===== src/rtl/pdet_pkg.sv =====
package pdet_pkg;
  typedef enum logic [1:0] {
    QS_SEED  = 2'd0,
    QS_TRIAL = 2'd1,
    QS_SYNC  = 2'd2
  } qstate_e;
endpackage


===== src/rtl/pdet_ais_window.sv =====
module pdet_ais_window #(
  parameter int WIN_BITS  = 2048,
  parameter int ZERO_MARK = 3
) (
  input  logic clk,
  input  logic rst,
  input  logic bit_en,
  input  logic bit_data,
  output logic alarm_o
);
  localparam int CW = $clog2(WIN_BITS);
  localparam int ZW = $clog2(ZERO_MARK + 3);
  localparam logic [CW-1:0] LAST = CW'(WIN_BITS - 1);
  localparam logic [ZW-1:0] ZM   = ZW'(ZERO_MARK);
  localparam logic [ZW-1:0] ZSAT = ZW'(ZERO_MARK + 1);

  logic [CW-1:0] wcnt;
  logic [ZW-1:0] zcnt;
  logic [ZW-1:0] ztot;

  // zeros so far including the bit now accepted
  assign ztot = zcnt + {{(ZW-1){1'b0}}, ~bit_data};

  always_ff @(posedge clk) begin
    if (rst) begin
      wcnt    <= '0;
      zcnt    <= '0;
      alarm_o <= 1'b0;
    end else if (bit_en) begin
      if (wcnt == LAST) begin
        wcnt <= '0;
        zcnt <= '0;
        if (ztot < ZM)      alarm_o <= 1'b1;
        else if (ztot > ZM) alarm_o <= 1'b0;
      end else begin
        wcnt <= wcnt + 1'b1;
        zcnt <= (ztot > ZSAT) ? ZSAT : ztot;
      end
    end
  end
endmodule


===== src/rtl/pdet_prbs_ref.sv =====
module pdet_prbs_ref #(
  parameter int LEN  = 20,
  parameter int TAP  = 17,
  parameter int ZRUN = 14
) (
  input  logic clk,
  input  logic rst,
  input  logic step_i,
  input  logic load_i,
  input  logic load_bit_i,
  output logic pred_o
);
  localparam int ZW = $clog2(ZRUN);
  localparam logic [ZW-1:0] ZLIM = ZW'(ZRUN - 1);

  logic [LEN-1:0] sr;
  logic [ZW-1:0]  zrun;
  logic           raw;
  logic           in_bit;

  assign raw    = sr[LEN-1] ^ sr[TAP-1];
  // a raw zero after ZRUN-1 zeros is sent as a one
  assign pred_o = raw | (zrun == ZLIM);
  assign in_bit = load_i ? load_bit_i : raw;

  always_ff @(posedge clk) begin
    if (rst) begin
      sr   <= '0;
      zrun <= '0;
    end else if (step_i) begin
      sr   <= {sr[LEN-2:0], in_bit};
      zrun <= in_bit ? '0 : ((zrun == ZLIM) ? ZLIM : zrun + 1'b1);
    end
  end
endmodule


===== src/rtl/pdet_qrss_sync.sv =====
module pdet_qrss_sync
  import pdet_pkg::*;
#(
  parameter int SEED_BITS  = 20,
  parameter int WIN        = 128,
  parameter int PASS_LIMIT = 4,
  parameter int LOSS_LIMIT = 32
) (
  input  logic clk,
  input  logic rst,
  input  logic bit_en,
  input  logic bit_data,
  input  logic pred_i,
  output logic load_o,
  output logic in_sync_o,
  output logic err_pulse_o
);
  localparam int SPAN = (WIN > SEED_BITS) ? WIN : SEED_BITS;
  localparam int SW   = $clog2(SPAN);
  localparam int EW   = $clog2(WIN + 1);
  localparam logic [SW-1:0] SEED_LAST = SW'(SEED_BITS - 1);
  localparam logic [SW-1:0] WIN_LAST  = SW'(WIN - 1);
  localparam logic [EW:0]   PASS_L    = (EW+1)'(PASS_LIMIT);
  localparam logic [EW:0]   LOSS_L    = (EW+1)'(LOSS_LIMIT);

  qstate_e       state_q;
  logic [SW-1:0] cnt;
  logic [EW-1:0] ecnt;
  logic [EW:0]   esum;
  logic          err;

  assign err         = bit_data ^ pred_i;
  assign esum        = {1'b0, ecnt} + {{EW{1'b0}}, err};
  assign load_o      = (state_q == QS_SEED);
  assign in_sync_o   = (state_q == QS_SYNC);

  always_ff @(posedge clk) begin
    if (rst) begin
      state_q     <= QS_SEED;
      cnt         <= '0;
      ecnt        <= '0;
      err_pulse_o <= 1'b0;
    end else begin
      err_pulse_o <= 1'b0;
      if (bit_en) begin
        unique case (state_q)
          QS_SEED: begin
            if (cnt == SEED_LAST) begin
              state_q <= QS_TRIAL;
              cnt     <= '0;
              ecnt    <= '0;
            end else begin
              cnt <= cnt + 1'b1;
            end
          end
          QS_TRIAL: begin
            if (cnt == WIN_LAST) begin
              state_q <= (esum < PASS_L) ? QS_SYNC : QS_SEED;
              cnt     <= '0;
              ecnt    <= '0;
            end else begin
              cnt  <= cnt + 1'b1;
              ecnt <= esum[EW-1:0];
            end
          end
          QS_SYNC: begin
            err_pulse_o <= err;
            if (esum >= LOSS_L) begin
              state_q <= QS_SEED;
              cnt     <= '0;
              ecnt    <= '0;
            end else if (cnt == WIN_LAST) begin
              cnt  <= '0;
              ecnt <= '0;
            end else begin
              cnt  <= cnt + 1'b1;
              ecnt <= esum[EW-1:0];
            end
          end
          default: state_q <= QS_SEED;
        endcase
      end
    end
  end
endmodule


===== src/rtl/pattern_detect.sv =====
module pattern_detect #(
  parameter int WIN_BITS   = 2048,
  parameter int ZERO_MARK  = 3,
  parameter int PRBS_LEN   = 20,
  parameter int PRBS_TAP   = 17,
  parameter int ZERO_RUN   = 14,
  parameter int SYNC_WIN   = 128,
  parameter int PASS_LIMIT = 4,
  parameter int LOSS_LIMIT = 32
) (
  input  logic clk,
  input  logic rst,
  input  logic mode_qrss_i,
  input  logic bit_valid_i,
  output logic bit_ready_o,
  input  logic bit_data_i,
  output logic pd_o
);
  logic bit_en;
  logic alarm_w;
  logic load_w;
  logic pred_w;
  logic sync_w;
  logic pulse_w;

  assign bit_ready_o = 1'b1;
  assign bit_en      = bit_valid_i & bit_ready_o;

  pdet_ais_window #(.WIN_BITS(WIN_BITS), .ZERO_MARK(ZERO_MARK)) u_ais (
    .clk(clk), .rst(rst), .bit_en(bit_en), .bit_data(bit_data_i),
    .alarm_o(alarm_w)
  );

  pdet_prbs_ref #(.LEN(PRBS_LEN), .TAP(PRBS_TAP), .ZRUN(ZERO_RUN)) u_ref (
    .clk(clk), .rst(rst), .step_i(bit_en), .load_i(load_w),
    .load_bit_i(bit_data_i), .pred_o(pred_w)
  );

  pdet_qrss_sync #(.SEED_BITS(PRBS_LEN), .WIN(SYNC_WIN),
                   .PASS_LIMIT(PASS_LIMIT), .LOSS_LIMIT(LOSS_LIMIT)) u_sync (
    .clk(clk), .rst(rst), .bit_en(bit_en), .bit_data(bit_data_i),
    .pred_i(pred_w), .load_o(load_w), .in_sync_o(sync_w),
    .err_pulse_o(pulse_w)
  );

  assign pd_o = mode_qrss_i ? (~sync_w | pulse_w) : alarm_w;
endmodule


===== config.mk =====
export PLATFORM = sky130hd
export DESIGN_NAME = pattern_detect
export DESIGN_NICKNAME = d
export VERILOG_FILES = /design/src/rtl/pdet_pkg.sv /design/src/rtl/pdet_ais_window.sv /design/src/rtl/pdet_prbs_ref.sv /design/src/rtl/pdet_qrss_sync.sv /design/src/rtl/pattern_detect.sv
export SDC_FILE = /design/constraint.sdc
export NUM_CORES = 1
export LEC_CHECK = 0
export BUFFER_PORTS_ARGS = -buffer_cell sky130_fd_sc_hd__buf_4
export CAP_MARGIN = 15
export CORE_MARGIN = 5
export CORE_UTILIZATION = 60
export CTS_CLUSTER_DIAMETER = 30
export DETAILED_ROUTE_END_ITERATION = 7
export GPL_TIMING_DRIVEN = 0
export PLACE_DENSITY = 0.84
export SYNTH_ARGS = -nofsm -noshare
export SYNTH_HDL_FRONTEND = slang
export SYNTH_SLANG_ARGS = --single-unit

===== constraint.sdc =====
create_clock -name clk -period 3.45 [get_ports clk]
set_input_delay 0.69 -clock clk [delete_from_list [all_inputs] [get_ports clk]]
set_output_delay 0.69 -clock clk [all_outputs]
set_load 0.02 [all_outputs]

== After elaboration in Yosys (flattened, before gate mapping) ==
Index checks and enable logic that the tools add are counted.

* Register bits after elaboration: 57
* Bits in latches: 0
* Memory bits (writable): 0
* Bits in read-only memories: 0
* Input bits: 5
* Output and inout port bits: 2
* Word-level logic and storage cells: 65
* Memories: 0

* $add $sub $neg: 5
* Multiply operators: 0
* Divide/modulo/power cells: 0
* $lt $le $gt $ge: 5
* Eq/ne operators: 9
* Shift operators: 0
* Muxes and demuxes: 22
* Bitwise logic cells: 7
* Reductions and logical operators: 8

{| class="wikitable"
|+ Operators with widths
! operator !! count
|-
| $mux W8 || 3
|-
| $pmux W8 S3 || 1
|-
| $mux W7 || 3
|-
| $pmux W7 S3 || 1
|-
| $add A11 B1 Y11 const B || 1
|-
| $eq A11 B11 Y1 const B || 1
|-
| $mux W11 || 1
|-
| $add A8 B1 Y9 || 1
|-
| $ge A9 B6 Y1 const B || 1
|-
| $lt A9 B3 Y1 const B || 1
|-
| $mux W2 || 4
|-
| $mux W4 || 2
|-
| $add A7 B1 Y7 const B || 1
|-
| $eq A7 B5 Y1 const B || 1
|-
| $eq A7 B7 Y1 const B || 1
|-
| $mux W3 || 2
|-
| $ne A2 B1 Y1 const B || 3
|-
| $pmux W2 S3 || 1
|-
| $reduce_and A3 Y1 || 2
|-
| $add A4 B1 Y4 const B || 1
|-
| $eq A4 B4 Y1 const B || 1
|-
| $mux W1 || 4
|-
| $reduce_and A4 Y1 || 1
|-
| $add A3 B1 Y3 || 1
|-
| 13 further kinds || 17
|}

== Longest topological paths before layout ==
* Depth after elaboration: 8
* Gate-level depth with buffers: 14
* Gate-level depth less buffers: 12

== By module ==
Synthesis repeated with hierarchy kept, for this count alone.

* Cell total of the unflattened synthesis: 330
* Area, all modules: 2920.3 um2

{| class="wikitable"
|+ Modules (own cells, without submodules)
! module !! instances !! cells each !! area an instance (um2) !! sequential area each (um2)
|-
| pdet_qrss_sync || 1 || 146 || 1181.1 || 360.3
|-
| pdet_prbs_ref || 1 || 96 || 968.4 || 480.5
|-
| pdet_ais_window || 1 || 83 || 745.7 || 300.3
|-
| pattern_detect || 1 || 5 || 25.0 || 0.0
|}

== Worst setup path after synthesis ==
OpenSTA, ideal clock, no wires.

* Kind: register to register
* Start point: register u_ref.zrun[1]
* End point: register u_sync.cnt[2]
* Setup time: 86 ps
* Arrival time: 2619 ps
* Required time: 3364 ps
* Setup slack: 745 ps
* Cell stages (with the launch flop): 15
* Path buffers: 2
* Period minus slack after synthesis: 2705 ps
* Path through: dfxtp_1 inv_1 ha_1 nand3_1 nor2b_1 xnor2_1 ha_1 ha_1 clkbuf_1 xnor2_1 nand4_1 a221oi_2 buf_6 nand2_2 a211oi_1

* Longest elaborated chain between the ends: 7

{| class="wikitable"
|+ Ends and longest elaborated chain
! what !! line !! RTL
|-
| start: declaration || pdet_prbs_ref.sv:17 || <nowiki>logic [ZW-1:0] zrun;</nowiki>
|-
| start signal: assignment || pdet_prbs_ref.sv:32 || <nowiki>zrun <= in_bit ? '0 : ((zrun == ZLIM) ? ZLIM : zrun + 1'b1);</nowiki>
|-
| $eq A4 B4 Y1 || pdet_prbs_ref.sv:23 || <nowiki>assign pred_o = raw | (zrun == ZLIM);</nowiki>
|-
| $or A1 B1 Y1 || pdet_prbs_ref.sv:23 ||
|-
| $xor A1 B1 Y1 || pdet_qrss_sync.sv:32 || <nowiki>assign err = bit_data ^ pred_i;</nowiki>
|-
| net u_sync.err || pdet_qrss_sync.sv:30 || <nowiki>logic err;</nowiki>
|-
| $add A8 B1 Y9 || pdet_qrss_sync.sv:33 || <nowiki>assign esum = {1'b0, ecnt} + {{EW{1'b0}}, err};</nowiki>
|-
| $ge A9 B6 Y1 || pdet_qrss_sync.sv:68 || <nowiki>if (esum >= LOSS_L) begin</nowiki>
|-
| $mux W7 || pdet_qrss_sync.sv:68 ||
|-
| $pmux W7 S3 || pdet_qrss_sync.sv:46 || <nowiki>unique case (state_q)</nowiki>
|-
| end signal: assignment || pdet_qrss_sync.sv:53 || <nowiki>cnt <= cnt + 1'b1;</nowiki>
|-
| end signal: assignment || pdet_qrss_sync.sv:62 || <nowiki>cnt <= cnt + 1'b1;</nowiki>
|-
| end signal: assignment || pdet_qrss_sync.sv:76 || <nowiki>cnt <= cnt + 1'b1;</nowiki>
|-
| end: declaration || pdet_qrss_sync.sv:27 || <nowiki>logic [SW-1:0] cnt;</nowiki>
|}

The timed path passes the listed nets, and every way through them passes these cells.
A chain may end at the register's enable or synchronous reset.

== Final worst setup path ==
* Start point: register u_ref.zrun[1]
* End point: register u_sync.ecnt[6]

* Longest elaborated chain between the ends: 7
* Elaborated cells on any way between the ends: 8
* Classes of those cells: 1 x add/sub; 1 x order compare; 1 x eq/ne; 3 x mux; 2 x bitwise

{| class="wikitable"
|+ Ends and longest elaborated chain
! what !! line !! RTL
|-
| $eq A4 B4 Y1 (*) || pdet_prbs_ref.sv:23 ||
|-
| $or A1 B1 Y1 (*) || pdet_prbs_ref.sv:23 ||
|-
| $xor A1 B1 Y1 (*) || pdet_qrss_sync.sv:32 ||
|-
| net u_sync.err || pdet_qrss_sync.sv:30 ||
|-
| $add A8 B1 Y9 (*) || pdet_qrss_sync.sv:33 ||
|-
| $ge A9 B6 Y1 or $mux W8 (tied branches) || pdet_qrss_sync.sv:68, pdet_qrss_sync.sv:57, pdet_qrss_sync.sv:72 ||
|-
| $mux W8 || pdet_qrss_sync.sv:68 ||
|-
| $pmux W8 S3 (*) || pdet_qrss_sync.sv:46 ||
|-
| end signal: assignment || pdet_qrss_sync.sv:63 || <nowiki>ecnt <= esum[EW-1:0];</nowiki>
|-
| end signal: assignment || pdet_qrss_sync.sv:77 || <nowiki>ecnt <= esum[EW-1:0];</nowiki>
|-
| end: declaration || pdet_qrss_sync.sv:28 || <nowiki>logic [EW-1:0] ecnt;</nowiki>
|}

The timed path passes the listed nets; every way through them passes the cells marked *.

==> results.sh <==
export IMPL_max_stage_delay_ns=0.41
export IMPL_die_area_sq_mm=0.00632
export IMPL_antennaDiodeCount=0
export IMPL_grt_max_degree=12
export IMPL_r2r_start="u_ref.zrun[1]$_SDFFE_PP0P_"
export IMPL_cp_end_kind="register"
export IMPL_maxSlewHeadroom=0.551
export IMPL_ctsResizeCount=0
export IMPL_setup_viol_count_final=0
export IMPL_grt_pass1_vias=2394
export IMPL_tightest_slew_ns=0.674
export IMPL_synthCells=332
export IMPL_fin_util=0.680
export IMPL_floorplan_initialDensity=0.614
export IMPL_cts_hold_buf=0
export IMPL_ios=7
export IMPL_fin_area_sq_mm=0.00321
export IMPL_yosys_most_used_dff="dfxtp_1"
export IMPL_drc_errors=0
export IMPL_grt_most_used_layer="met2"
export IMPL_stdcell_count=419
export IMPL_p_leak_uw=0.00120
export IMPL_grt_usage=0.205
export IMPL_clk_pin_slew_ns=0.07
export IMPL_clkLatencyLatePin_ns=0.34
export IMPL_critPathRequiredTime_ns=3.70
export IMPL_die_h_um=79.5
export IMPL_cap_violations=0
export IMPL_reg2reg_to="u_sync.ecnt[6]$_SDFFE_PP0P_"
export IMPL_clock_fmax_mhz=333
export IMPL_path_class="register to register"
export IMPL_skew_ns=0.00662
export IMPL_use_met1=0.241
export IMPL_fill_cells=373
export IMPL_area_growth_pct=10.8
export IMPL_worstPathMaxFanout=8
export IMPL_hold_class="register to register"
export IMPL_synth_cell_types=51
export IMPL_antenna_found_initial=0
export IMPL_hold_viol_final=0
export IMPL_ys_seq_area_frac=0.393
export IMPL_wire_per_inst_um=13.6
export IMPL_htree_levels=3
export IMPL_vias_per_cell=5.72
export IMPL_place_hpwl_um=4070
export IMPL_met2_usage=0.344
export IMPL_rsz0062_at_grt="no"
export IMPL_max_vdd_ir_drop_uv=373
export IMPL_portBuffers=5
export IMPL_postSynth_asyncResetShare=0
export IMPL_firstDrtPassIters=4
export IMPL_synth_nets=349
export IMPL_p_per_area_mw_per_mm2=422
export IMPL_post_cts_buffers=0
export IMPL_ant_nets=0
export IMPL_clockBufferDepth=2
export IMPL_cts_tree="done"
export IMPL_path_common_cell="ha_1"
export IMPL_avgSynthCellArea_sq_um=8.74
export IMPL_routed_wl_um=5720
export IMPL_postPlaceCellArea_sq_mm=0.00302
export IMPL_rows=25
export IMPL_crit_slowest_cell="dfxtp_1"
export IMPL_dp_cells=404
export IMPL_synth_top_area_frac=0.393
export IMPL_hp_start="u_ref.sr[0]$_SDFFE_PP0P_"
export IMPL_status="completed"
export IMPL_reg2regPathDepth=12
export IMPL_synth_edf_count=0
export IMPL_ys_ff_latch=57
export IMPL_grt_pass1_wl_um=10300
export IMPL_power_uw=1360
export IMPL_core_area_sq_mm=0.00472
export IMPL_layout_nets=364
export IMPL_maxSlewViolCount=0
export IMPL_use_met3=0.0384
export IMPL_yosysWarnings=0
export IMPL_vias=2396
export IMPL_min_period_over_period=0.870
export IMPL_fin_setup_tns_ns=0
export IMPL_crit_arrival_ns=3.25
export IMPL_cts_made_buffers=9
export IMPL_die_w_um=79.5
export IMPL_hold_depth=2
export IMPL_hold_path_end="u_ref.sr[0]$_SDFFE_PP0P_"
export IMPL_grt_ovfl_total=0
export IMPL_yosys_area_top_type="dfxtp_1"
export IMPL_drt_iter0_markers=139
export IMPL_cts_root_buffer="clkbuf_8"
export IMPL_gp_congestion=0.840
export IMPL_synth_area_sq_mm=0.00290
export IMPL_startpoint_type="register"
export IMPL_rrSetupSlack_ns=0.45
export IMPL_period_needed_ns=3.00
export IMPL_path_cells="inv_1, ha_1, nand3_1, nor2b_1, xnor2_1, ha_1, ha_1, xnor2_1, nand4_1, a221oi_2, o21ai_1, o32ai_1"
export IMPL_clkSinkCount=57
export IMPL_synth_area_top_cells="dfxtp_1, mux2i_1, ha_1"
export IMPL_drive_gt1_frac=0.102
-- report_power, final --
part	switching [uW]	internal (uW)	leakage (uW)
clock	278	331	0.0000912
combinational	41.7	29.2	0.000651
sequential	8.05	667	0.000461
total	328	1030	0.00120
-- synth_stat cells, types with 2 or more instances --
| library cell | number |
|---|---|
| a211oi_1 | 5 |
| a21o_1 | 2 |
| a21oi_1 | 18 |
| a22oi_1 | 3 |
| a31o_2 | 3 |
| and2_1 | 4 |
| and3_1 | 3 |
| and4_1 | 2 |
| buf_1 | 4 |
| buf_2 | 2 |
| buf_6 | 3 |
| clkbuf_1 | 8 |
| dfxtp_1 | 57 |
| ha_1 | 12 |
| inv_1 | 11 |
| mux2i_1 | 19 |
| nand2_1 | 15 |
| nand2b_1 | 12 |
| nand3_1 | 12 |
| nand3b_1 | 5 |
| nand4_1 | 9 |
| nor2_1 | 40 |
| nor2b_1 | 6 |
| nor3_1 | 12 |
| o21ai_0 | 13 |
| o221ai_1 | 4 |
| o32ai_1 | 3 |
| o41ai_1 | 4 |
| or3_1 | 4 |
| xnor2_1 | 10 |
| xor2_1 | 7 |
-- cells by family after synthesis --
family	Yosys count	synth area share
DFF	57	0.393
AOI/OAI and AO/OA	63	0.145
buffers and inverters	29	0.0475
other	1	0.00129
xor gates and xnor gates	17	0.0513
and+or+nand+nor	133	0.240
muxes	20	0.0695
adders and majority gates	12	0.0518
-- state kept, by name, summed over array words and instances (netlist names) --
name,count
u_ref.sr,20
u_ref.zrun,4
u_sync.err_pulse_o,1
u_ais.wcnt,11
u_sync.cnt,7
u_ais.zcnt,3
u_ais.alarm_o,1
u_sync.ecnt,8
u_sync.state_q,2
-- through the flow --
| step | hold slack, ns | setup WS, ns |
|---|---|---|
| CTS | 0.486 | 0.317 |
| finish | 0.484 | 0.448 |
| detailed placement | 0.478 | 0.354 |
| global placement | 0.461 | 0.418 |
| floorplan | 0.450 | 0.745 |
| global route | 0.501 | 0.117 |
-- routing by layer --
layer / wire [um] / share of wire
met5: 0 / 0
met1: 2600 / 0.45
met4: 155 / 0.027
met2: 2750 / 0.48
met3: 215 / 0.038
-- cell type report --
type	instances	area, sq um	share of cell area
Sequential cell	57	1140	0.355
Clock inverter	7	71.3	0.0222
Inverter	11	41.3	0.0129
Multi-Input combinational cell	246	1620	0.505
Timing Repair Buffer	5	37.5	0.0117
Buffer	17	92.6	0.0288
Clock buffer	9	124	0.0386
Tap cell	67	83.8	0.0261
-- cell usage in the layout (no fill, tap or decap), types with 2 or more instances in the layout --
cell type and instances:
nand4_1 9, buf_1 4, clkinv_2 2, buf_4 6, clkbuf_8 9, and2_1 4, o32ai_1 3, and4_1 2
a22oi_1 3, a31o_2 3, nand3b_1 5, nand3_1 12, xnor2_1 10, and3_1 3, dfxtp_1 57, a21o_1 2
clkbuf_1 7, clkinvlp_4 3, inv_1 11, a21oi_1 18, o21ai_0 13, buf_2 2, nor2b_1 6, buf_6 3
a211oi_1 5, nor2_1 40, nor3_1 12, nand2b_1 12, o41ai_1 4, xor2_1 7, ha_1 12, o221ai_1 4
mux2i_1 19, or3_1 4, nand2_1 15
-- how the worst max path moves through the flow --
stage	from	end	cells past startpoint
floorplan	u_ref.zrun[1]$_SDFFE_PP0P_	u_sync.cnt[2]$_SDFFE_PP0P_	14
CTS	u_ref.zrun[0]$_SDFFE_PP0P_	u_sync.ecnt[6]$_SDFFE_PP0P_	12
global placement	u_ref.zrun[0]$_SDFFE_PP0P_	u_sync.cnt[0]$_SDFFE_PP0P_	13
detailed placement	u_ref.zrun[0]$_SDFFE_PP0P_	u_sync.ecnt[6]$_SDFFE_PP0P_	12
global route	u_ref.zrun[0]$_SDFFE_PP0P_	u_sync.cnt[0]$_SDFFE_PP0P_	12
finish	u_ref.zrun[1]$_SDFFE_PP0P_	u_sync.ecnt[6]$_SDFFE_PP0P_	12
-- worst max-delay path, delay by kind of cell, from the launching register on --
kind / cells / cell delay, ns
AOI/OAI and AO/OA: 3 / 0.87
adders and majority gates: 3 / 0.75
and+or+nand+nor: 3 / 0.47
DFF: 1 / 0.41
xor gates and xnor gates: 2 / 0.33
buffers and inverters: 1 / 0.07
(Power assumes the default switching activity.)
